**src/rtl/cfg_cell_pkg.sv**
```systemverilog
`timescale 1ns/1ps
// Shared types of the configurable logic cell: the storage mode encoding
// and the packed control field that sits above the storage bits in the
// configuration chain. Assumes the chain order use_ff, neg_edge, ff_init,
// mode from most to least significant bit.
package cfg_cell_pkg;

    typedef enum logic [1:0] {
        MODE_FUNC  = 2'b00,
        MODE_SHIFT = 2'b01,
        MODE_RAM   = 2'b10,
        MODE_RSVD  = 2'b11
    } cell_mode_e;

    typedef struct packed {
        logic       use_ff;
        logic       neg_edge;
        logic       ff_init;
        cell_mode_e mode;
    } cell_ctrl_t;

    localparam int CTRL_W = $bits(cell_ctrl_t);

endpackage

```
**src/rtl/cell_store.sv**
```systemverilog
`timescale 1ns/1ps
// Sixteen-style storage of the cell (DEPTH bits). The bits form the low part
// of the configuration chain and are also written in shift and RAM modes.
// Assumes cfg_en has priority over user writes; the contents are
// configuration and are deliberately not cleared by reset.
module cell_store
    import cfg_cell_pkg::*;
#(
    parameter int DEPTH  = 16,
    parameter int ADDR_W = 4
) (
    input  logic              clk,
    input  logic              cfg_en,
    input  logic              cfg_sin,
    input  cell_mode_e        mode,
    input  logic              ce,
    input  logic              wr_en,
    input  logic              d_in,
    input  logic [ADDR_W-1:0] addr,
    output logic [DEPTH-1:0]  cells,
    output logic              chain_out
);

    // Configuration shift, then shift-line push or RAM write.
    always_ff @(posedge clk) begin
        if (cfg_en) begin
            cells <= {cells[DEPTH-2:0], cfg_sin};
        end else if (ce) begin
            case (mode)
                MODE_SHIFT: cells <= {cells[DEPTH-2:0], d_in};
                MODE_RAM:   if (wr_en) cells[addr] <= d_in;
                default:    cells <= cells;
            endcase
        end
    end

    assign chain_out = cells[DEPTH-1];

endmodule

```
**src/rtl/cell_ctrl_chain.sv**
```systemverilog
`timescale 1ns/1ps
// Upper part of the configuration chain holding the control field, plus a
// one-cycle delayed copy of the load strobe used to settle the flip-flop.
// Assumes chain_in comes from the top storage bit.
module cell_ctrl_chain
    import cfg_cell_pkg::*;
(
    input  logic       clk,
    input  logic       rst_n,
    input  logic       cfg_en,
    input  logic       chain_in,
    output cell_ctrl_t ctrl,
    output logic       cfg_en_d,
    output logic       cfg_sout
);

    // Shift the control field while loading; it survives reset.
    always_ff @(posedge clk) begin
        if (cfg_en) begin
            ctrl <= cell_ctrl_t'({ctrl[CTRL_W-2:0], chain_in});
        end
    end

    // Remember that a load was in progress on the previous edge.
    always_ff @(posedge clk) begin
        if (!rst_n) begin
            cfg_en_d <= 1'b0;
        end else begin
            cfg_en_d <= cfg_en;
        end
    end

    assign cfg_sout = ctrl[CTRL_W-1];

endmodule

```
**src/rtl/cell_read_tree.sv**
```systemverilog
`timescale 1ns/1ps
// Asynchronous read of one storage bit through a binary tree of 2:1
// selectors, one level per address bit, least significant bit first.
// Assumes DEPTH equals 2**ADDR_W.
module cell_read_tree #(
    parameter int DEPTH  = 16,
    parameter int ADDR_W = 4
) (
    input  logic [DEPTH-1:0]  cells,
    input  logic [ADDR_W-1:0] addr,
    output logic              rd
);

    for (genvar lv = 0; lv <= ADDR_W; lv++) begin : g_lvl
        logic [(DEPTH >> lv)-1:0] v;
        if (lv == 0) begin : g_leaf
            assign v = cells;
        end else begin : g_node
            for (genvar k = 0; k < (DEPTH >> lv); k++) begin : g_sel
                assign v[k] = addr[lv-1] ? g_lvl[lv-1].v[2*k+1]
                                         : g_lvl[lv-1].v[2*k];
            end
        end
    end

    assign rd = g_lvl[ADDR_W].v[0];

endmodule

```
**src/rtl/cell_out_reg.sv**
```systemverilog
`timescale 1ns/1ps
// Output flip-flop of the cell. One capture register per clock edge; the
// configured edge picks which one is seen. Reset, set/reset and loading all
// force the start value. Assumes rst_n is synchronous to both edges.
module cell_out_reg (
    input  logic clk,
    input  logic rst_n,
    input  logic ce,
    input  logic sr,
    input  logic load_init,
    input  logic init_val,
    input  logic neg_edge,
    input  logic d,
    output logic q_pos,
    output logic q_neg,
    output logic q
);

    logic force_init;
    assign force_init = !rst_n || load_init || sr;

    // Rising-edge capture with init priority over enable.
    always_ff @(posedge clk) begin
        if (force_init) begin
            q_pos <= init_val;
        end else if (ce) begin
            q_pos <= d;
        end
    end

    // Falling-edge capture with the same priorities.
    always_ff @(negedge clk) begin
        if (force_init) begin
            q_neg <= init_val;
        end else if (ce) begin
            q_neg <= d;
        end
    end

    assign q = neg_edge ? q_neg : q_pos;

endmodule

```
**src/rtl/cfg_logic_cell.sv**
```systemverilog
`timescale 1ns/1ps
// Configurable logic cell: LUT_K-input storage used as truth table, tapped
// shift line or small RAM, followed by a configurable flip-flop and an
// output selector. All settings come in over a serial chain (storage bits
// first, control field on top). Assumes a single clock.
module cfg_logic_cell
    import cfg_cell_pkg::*;
#(
    parameter int LUT_K = 4
) (
    input  logic             clk,
    input  logic             rst_n,
    input  logic [LUT_K-1:0] lut_a,
    input  logic             d_in,
    input  logic             wr_en,
    input  logic             ce,
    input  logic             sr,
    input  logic             cfg_en,
    input  logic             cfg_sin,
    output logic             cfg_sout,
    output logic             lut_o,
    output logic             cell_o,
    output logic             q_o
);

    localparam int DEPTH = 1 << LUT_K;

    logic [DEPTH-1:0] cells;
    logic             chain_mid;
    cell_ctrl_t       ctrl;
    logic             cfg_en_d;
    logic             q_pos;
    logic             q_neg;

    cell_store #(.DEPTH(DEPTH), .ADDR_W(LUT_K)) u_store (
        .clk       (clk),
        .cfg_en    (cfg_en),
        .cfg_sin   (cfg_sin),
        .mode      (ctrl.mode),
        .ce        (ce),
        .wr_en     (wr_en),
        .d_in      (d_in),
        .addr      (lut_a),
        .cells     (cells),
        .chain_out (chain_mid)
    );

    cell_ctrl_chain u_ctrl (
        .clk      (clk),
        .rst_n    (rst_n),
        .cfg_en   (cfg_en),
        .chain_in (chain_mid),
        .ctrl     (ctrl),
        .cfg_en_d (cfg_en_d),
        .cfg_sout (cfg_sout)
    );

    cell_read_tree #(.DEPTH(DEPTH), .ADDR_W(LUT_K)) u_read (
        .cells (cells),
        .addr  (lut_a),
        .rd    (lut_o)
    );

    cell_out_reg u_ff (
        .clk       (clk),
        .rst_n     (rst_n),
        .ce        (ce),
        .sr        (sr),
        .load_init (cfg_en || cfg_en_d),
        .init_val  (ctrl.ff_init),
        .neg_edge  (ctrl.neg_edge),
        .d         (lut_o),
        .q_pos     (q_pos),
        .q_neg     (q_neg),
        .q         (q_o)
    );

    assign cell_o = ctrl.use_ff ? q_o : lut_o;

endmodule

```
**config.mk**
```make
export PLATFORM = sky130hd
export DESIGN_NAME = cfg_logic_cell
export DESIGN_NICKNAME = d
export VERILOG_FILES = /design/src/rtl/cfg_cell_pkg.sv /design/src/rtl/cell_store.sv /design/src/rtl/cell_ctrl_chain.sv /design/src/rtl/cell_read_tree.sv /design/src/rtl/cell_out_reg.sv /design/src/rtl/cfg_logic_cell.sv
export SDC_FILE = /design/constraint.sdc
export NUM_CORES = 1
export LEC_CHECK = 0
export BUFFER_PORTS_ARGS = -buffer_cell sky130_fd_sc_hd__buf_2
export CORE_MARGIN = 2
export CORE_UTILIZATION = 61
export DETAILED_ROUTE_END_ITERATION = 8
export PLACE_DENSITY = 0.83
export SYNTH_ARGS = -nofsm -noshare
export SYNTH_HDL_FRONTEND = slang
export SYNTH_SLANG_ARGS = --single-unit
export TNS_END_PERCENT = 100
```
**constraint.sdc**
```tcl
create_clock -name clk -period 4.2 [get_ports clk]
set_clock_uncertainty 0.2 [all_clocks]
set_input_delay 0.21 -clock clk [delete_from_list [all_inputs] [get_ports clk]]
set_output_delay 0.21 -clock clk [all_outputs]
set_load 0.05 [all_outputs]
```
After elaboration in Yosys (flattened, before gate mapping):

Cells that the tools add are included.

* memories: 0
* memory bits (read-only): 0
* RAM bits: 0
* latch bits: 0
* register bits: 24
* logic and storage cells: 48

* add/sub/neg operators: 0
* $mul: 0
* magnitude comparators: 2
* shifts and indexed selects: 0
* eq/ne operators: 3
* bitwise gates (word level): 0
* divide/modulo/power cells: 0
* mux-type cells: 26
* reductions and logical operators: 9

Operator list (number)
* 16-bit 2-to-1 mux: 3
* 16-bit case mux with 2 select lines: 1
* 1-bit 2-to-1 mux: 20
* 16-bit bitwise mux: 1
* 4-bit by 5-bit < comparator with 1-bit output, second input constant: 1
* 1-bit demux with 4-bit select: 1
* 4-bit by 1-bit >= comparator with 1-bit output, second input constant: 1
* 2-bit nonzero test: 2
* 1-bit logical OR: 3
* 3-bit != test, second input constant: 1
* 3-bit AND reduction: 1
* 3-bit nonzero test: 1
* 2-bit by 1-bit == test with 1-bit output, second input constant: 1
* 2-bit == test, second input constant: 1
* 1-bit logical AND: 1
* 1-bit zero test: 1

Depth between registers and ports, before layout:

* word-level depth: 9
* depth in mapped cells: 6
* mapped depth without buffers: 4

Hierarchy:

Synthesis repeated with hierarchy kept, for this count alone.

* cells, all modules: 118
* area total of the unflattened synthesis: 1532.7 µm²

Modules (own cells, without submodules)
* cell_store: instances 1, cells each 94, area an instance 1083.5 µm², sequential area each 480.5 µm²
* cell_ctrl_chain: instances 1, cells each 8, area an instance 183.9 µm², sequential area each 170.2 µm²
* cell_read_tree: instances 1, cells each 7, area an instance 135.1 µm², sequential area each 0.0 µm²
* cell_out_reg: instances 1, cells each 7, area an instance 108.9 µm², sequential area each 60.1 µm²
* cfg_logic_cell: instances 1, cells each 2, area an instance 21.3 µm², sequential area each 0.0 µm²

==> impl_metrics.env <==
export IMPL_status="finished clean"
export IMPL_place_gp_congestion=0.845
export IMPL_cts_made_buffers=3
export IMPL_nets=173
export IMPL_netlist_instances=147
export IMPL_dp_hpwl_mm=2.27
export IMPL_root_buffer="clkbuf_4"
export IMPL_hold_ws_ns=0.0542
export IMPL_cp_required_ns=2.00
export IMPL_initial_utilization=0.637
export IMPL_clock_latency_ns=0.31
export IMPL_port_buffers=15
export IMPL_comb_power_share=0.214
export IMPL_final_cell_mix="edfxtp_1, nor2_1, nand2_1"
export IMPL_rsz0062_at_grt="false"
export IMPL_wl_mm=3.08
export IMPL_routedWlPerCell_um=16.4
export IMPL_rows=17
export IMPL_startpoint_type="flop"
export IMPL_ant_nets=0
export IMPL_maxSlewHeadroom=0.211
export IMPL_cp_arrival_ns=1.64
export IMPL_drc=0
export IMPL_hold_class="input pin to flop"
export IMPL_yosysSeqAreaShare=0.509
export IMPL_crit_path_top_delay_cell="mux4_1"
export IMPL_tightest_slew_ns=1.18
export IMPL_final_common_cell="edfxtp_1"
export IMPL_drt_iter0_drc=75
export IMPL_path_clk_slew_ns=0.13
export IMPL_synth_area_um2=1400
export IMPL_crit_path_cell_trace="mux4_1, or2_1, nand3_1, nand3_1"
export IMPL_fillers=188
export IMPL_drt_vias_per_instance=6.26
export IMPL_clock_sinks=24
export IMPL_dpl_worst_slack_ns=0.214
export IMPL_cp_slowest_stage_delay_ns=0.50
export IMPL_antenna_found_initial=0
export IMPL_coreArea_um2=2190
export IMPL_die_height_um=51.8
export IMPL_seqPwrFrac=0.585
export IMPL_synth_warnings=0
export IMPL_grt_usage=0.271
export IMPL_path_common_cell="nand3_1"
export IMPL_peakVddDrop_v=0.000237
export IMPL_synth_async_reset_ratio=0
export IMPL_slew_violations=0
export IMPL_p_int_w=0.000375
export IMPL_total_power_w=0.000532
export IMPL_p_switching_w=0.000158
export IMPL_endpoint_kind="flop"
export IMPL_cp_max_fo=2
export IMPL_drv_cap=0
export IMPL_grt_pass1_vias=1029
export IMPL_fin_tns_setup_ns=0
export IMPL_ios=16
export IMPL_htree_num_levels=1
export IMPL_synth_edf_count=23
export IMPL_power_density_nw_per_um2=352
export IMPL_clock_path_buffers=2
export IMPL_first_pass_iters=5
export IMPL_layout_setup_ws_ns=0.360
export IMPL_die_area_um2=2690
export IMPL_p_sw_frac=0.297
export IMPL_synth_distinct_cells=28
export IMPL_grt_pass1_wl_mm=5.19
export IMPL_finalHoldViolCount=0
export IMPL_drive_gt1_frac=0.138
export IMPL_clock_power_share=0.201
export IMPL_num_vias=1177
export IMPL_grt_max_degree=33
export IMPL_grt_overflow_total=0
export IMPL_syn_nets=159
export IMPL_setup_viol=0
export IMPL_antenna_cells=0
export IMPL_die_w_um=51.8
export IMPL_ys_flop_type="edfxtp_1"
export IMPL_leakage_nw=0.617
export IMPL_path_class="flop to flop"
export IMPL_syn_to_final_growth_pct=8.52
export IMPL_ctsResizeCount=0
export IMPL_syn_avg_cell_area_um2=9.49
export IMPL_cts_tree="yes"
export IMPL_synth_seq_cells=24
==> flip-flops by register name, summed over array words and instances (netlist names) <==
signal	flops
u_ff.q_neg	1
u_store.cells	16
u_ctrl.ctrl	4
u_ff.q_pos	1
u_ctrl.cfg_sout	1
u_ctrl.cfg_en_d	1
==> power by group through the flow <==
stage,Combinational (W),Clock [W],Sequential [W]
2_1_floorplan,0.0000832,0.00000295,0.000311
3_3_place_gp,0.000108,0.00000295,0.000315
3_5_place_dp,0.000112,0.00000295,0.000317
4_1_cts,0.000114,0.000109,0.000311
5_1_grt,0.000127,0.000116,0.000314
6_report,0.000114,0.000107,0.000311
==> logic make-up after synthesis <==
logic type,Yosys count,share of synthesized area
AO/OA/AOI/OAI,36,0.159
buffers and inverters,14,0.0439
flip-flops,24,0.509
multiplexers,10,0.0843
AND/OR/NAND/NOR,63,0.204
==> what timing repair did <==
item                                   in CTS  in global routing
endpoints found under the hold margin       1                  0
hold buffers                                1                  0
setup buffers                               0                  0
==> critical path: cells and delay by family, from the launching register on <==
| kind | cells | cell delay (ns) |
|---|---|---|
| DFF | 1 | 0.42 |
| muxes | 1 | 0.50 |
| and+or+nand+nor | 3 | 0.41 |
==> stage by stage <==
| step | util | std cells | area [µm²] |
|---|---|---|---|
| finish | 0.691 | 188 | 1510 |
| global route | 0.691 | 188 | 1510 |
| CTS | 0.691 | 188 | 1510 |
| detailed placement | 0.674 | 183 | 1480 |
| global placement | 0.674 | 183 | 1480 |
| floorplan | - | 147 | 1400 |
==> layer usage <==
layer	part of all wire	vias to the layer above	global-route usage	wire length, µm
li1	-	560	-	-
met1	0.39	537	0.361	1200
met4	0.014	0	0.0833	42
met5	0	-	0	0
met2	0.50	72	0.451	1530
met3	0.10	8	0.0460	307
==> Yosys cell counts, types with 4 or more instances <==
cell type	count	share of area
inv_1	5	0.013
buf_2	4	0.014
a31oi_1	4	0.018
nand3_1	8	0.029
nor2b_1	4	0.018
a21oi_1	15	0.054
edfxtp_1	23	0.50
nor2_1	22	0.059
o21ai_0	8	0.029
mux2i_1	8	0.057
and2_1	4	0.018
nand2_1	19	0.051
==> worst paths after layout <==
| kind | startpoint | end | slack [ns] | cells past startpoint |
|---|---|---|---|---|
| worst min-delay path | cfg_en | u_ctrl.ctrl[0]$_DFFE_PP_ | 0.05 | 1 |
| worst max register to register | u_store.cells[10]$_DFFE_PP_ | u_ff.q_neg$_DFFE_NP_ | 0.36 | 4 |
| worst min register to register | u_ctrl.ctrl[2]$_DFFE_PP_ | u_ctrl.ctrl[3]$_DFFE_PP_ | 0.27 | 0 |
| worst max-delay path | u_store.cells[10]$_DFFE_PP_ | u_ff.q_neg$_DFFE_NP_ | 0.36 | 4 |
==> layout make-up <==
cell class | instances | area, µm² | share of cell area
Tap cell | 28 | 35.0 | 0.0231
Timing Repair Buffer | 18 | 100 | 0.0661
Clock inverter | 1 | 3.75 | 0.00248
Sequential cell | 24 | 711 | 0.469
Multi-Input combinational cell | 109 | 623 | 0.412
Inverter | 4 | 15.0 | 0.00992
Clock buffer | 4 | 26.3 | 0.0174
Note: power is estimated with default switching activity, not from simulation.
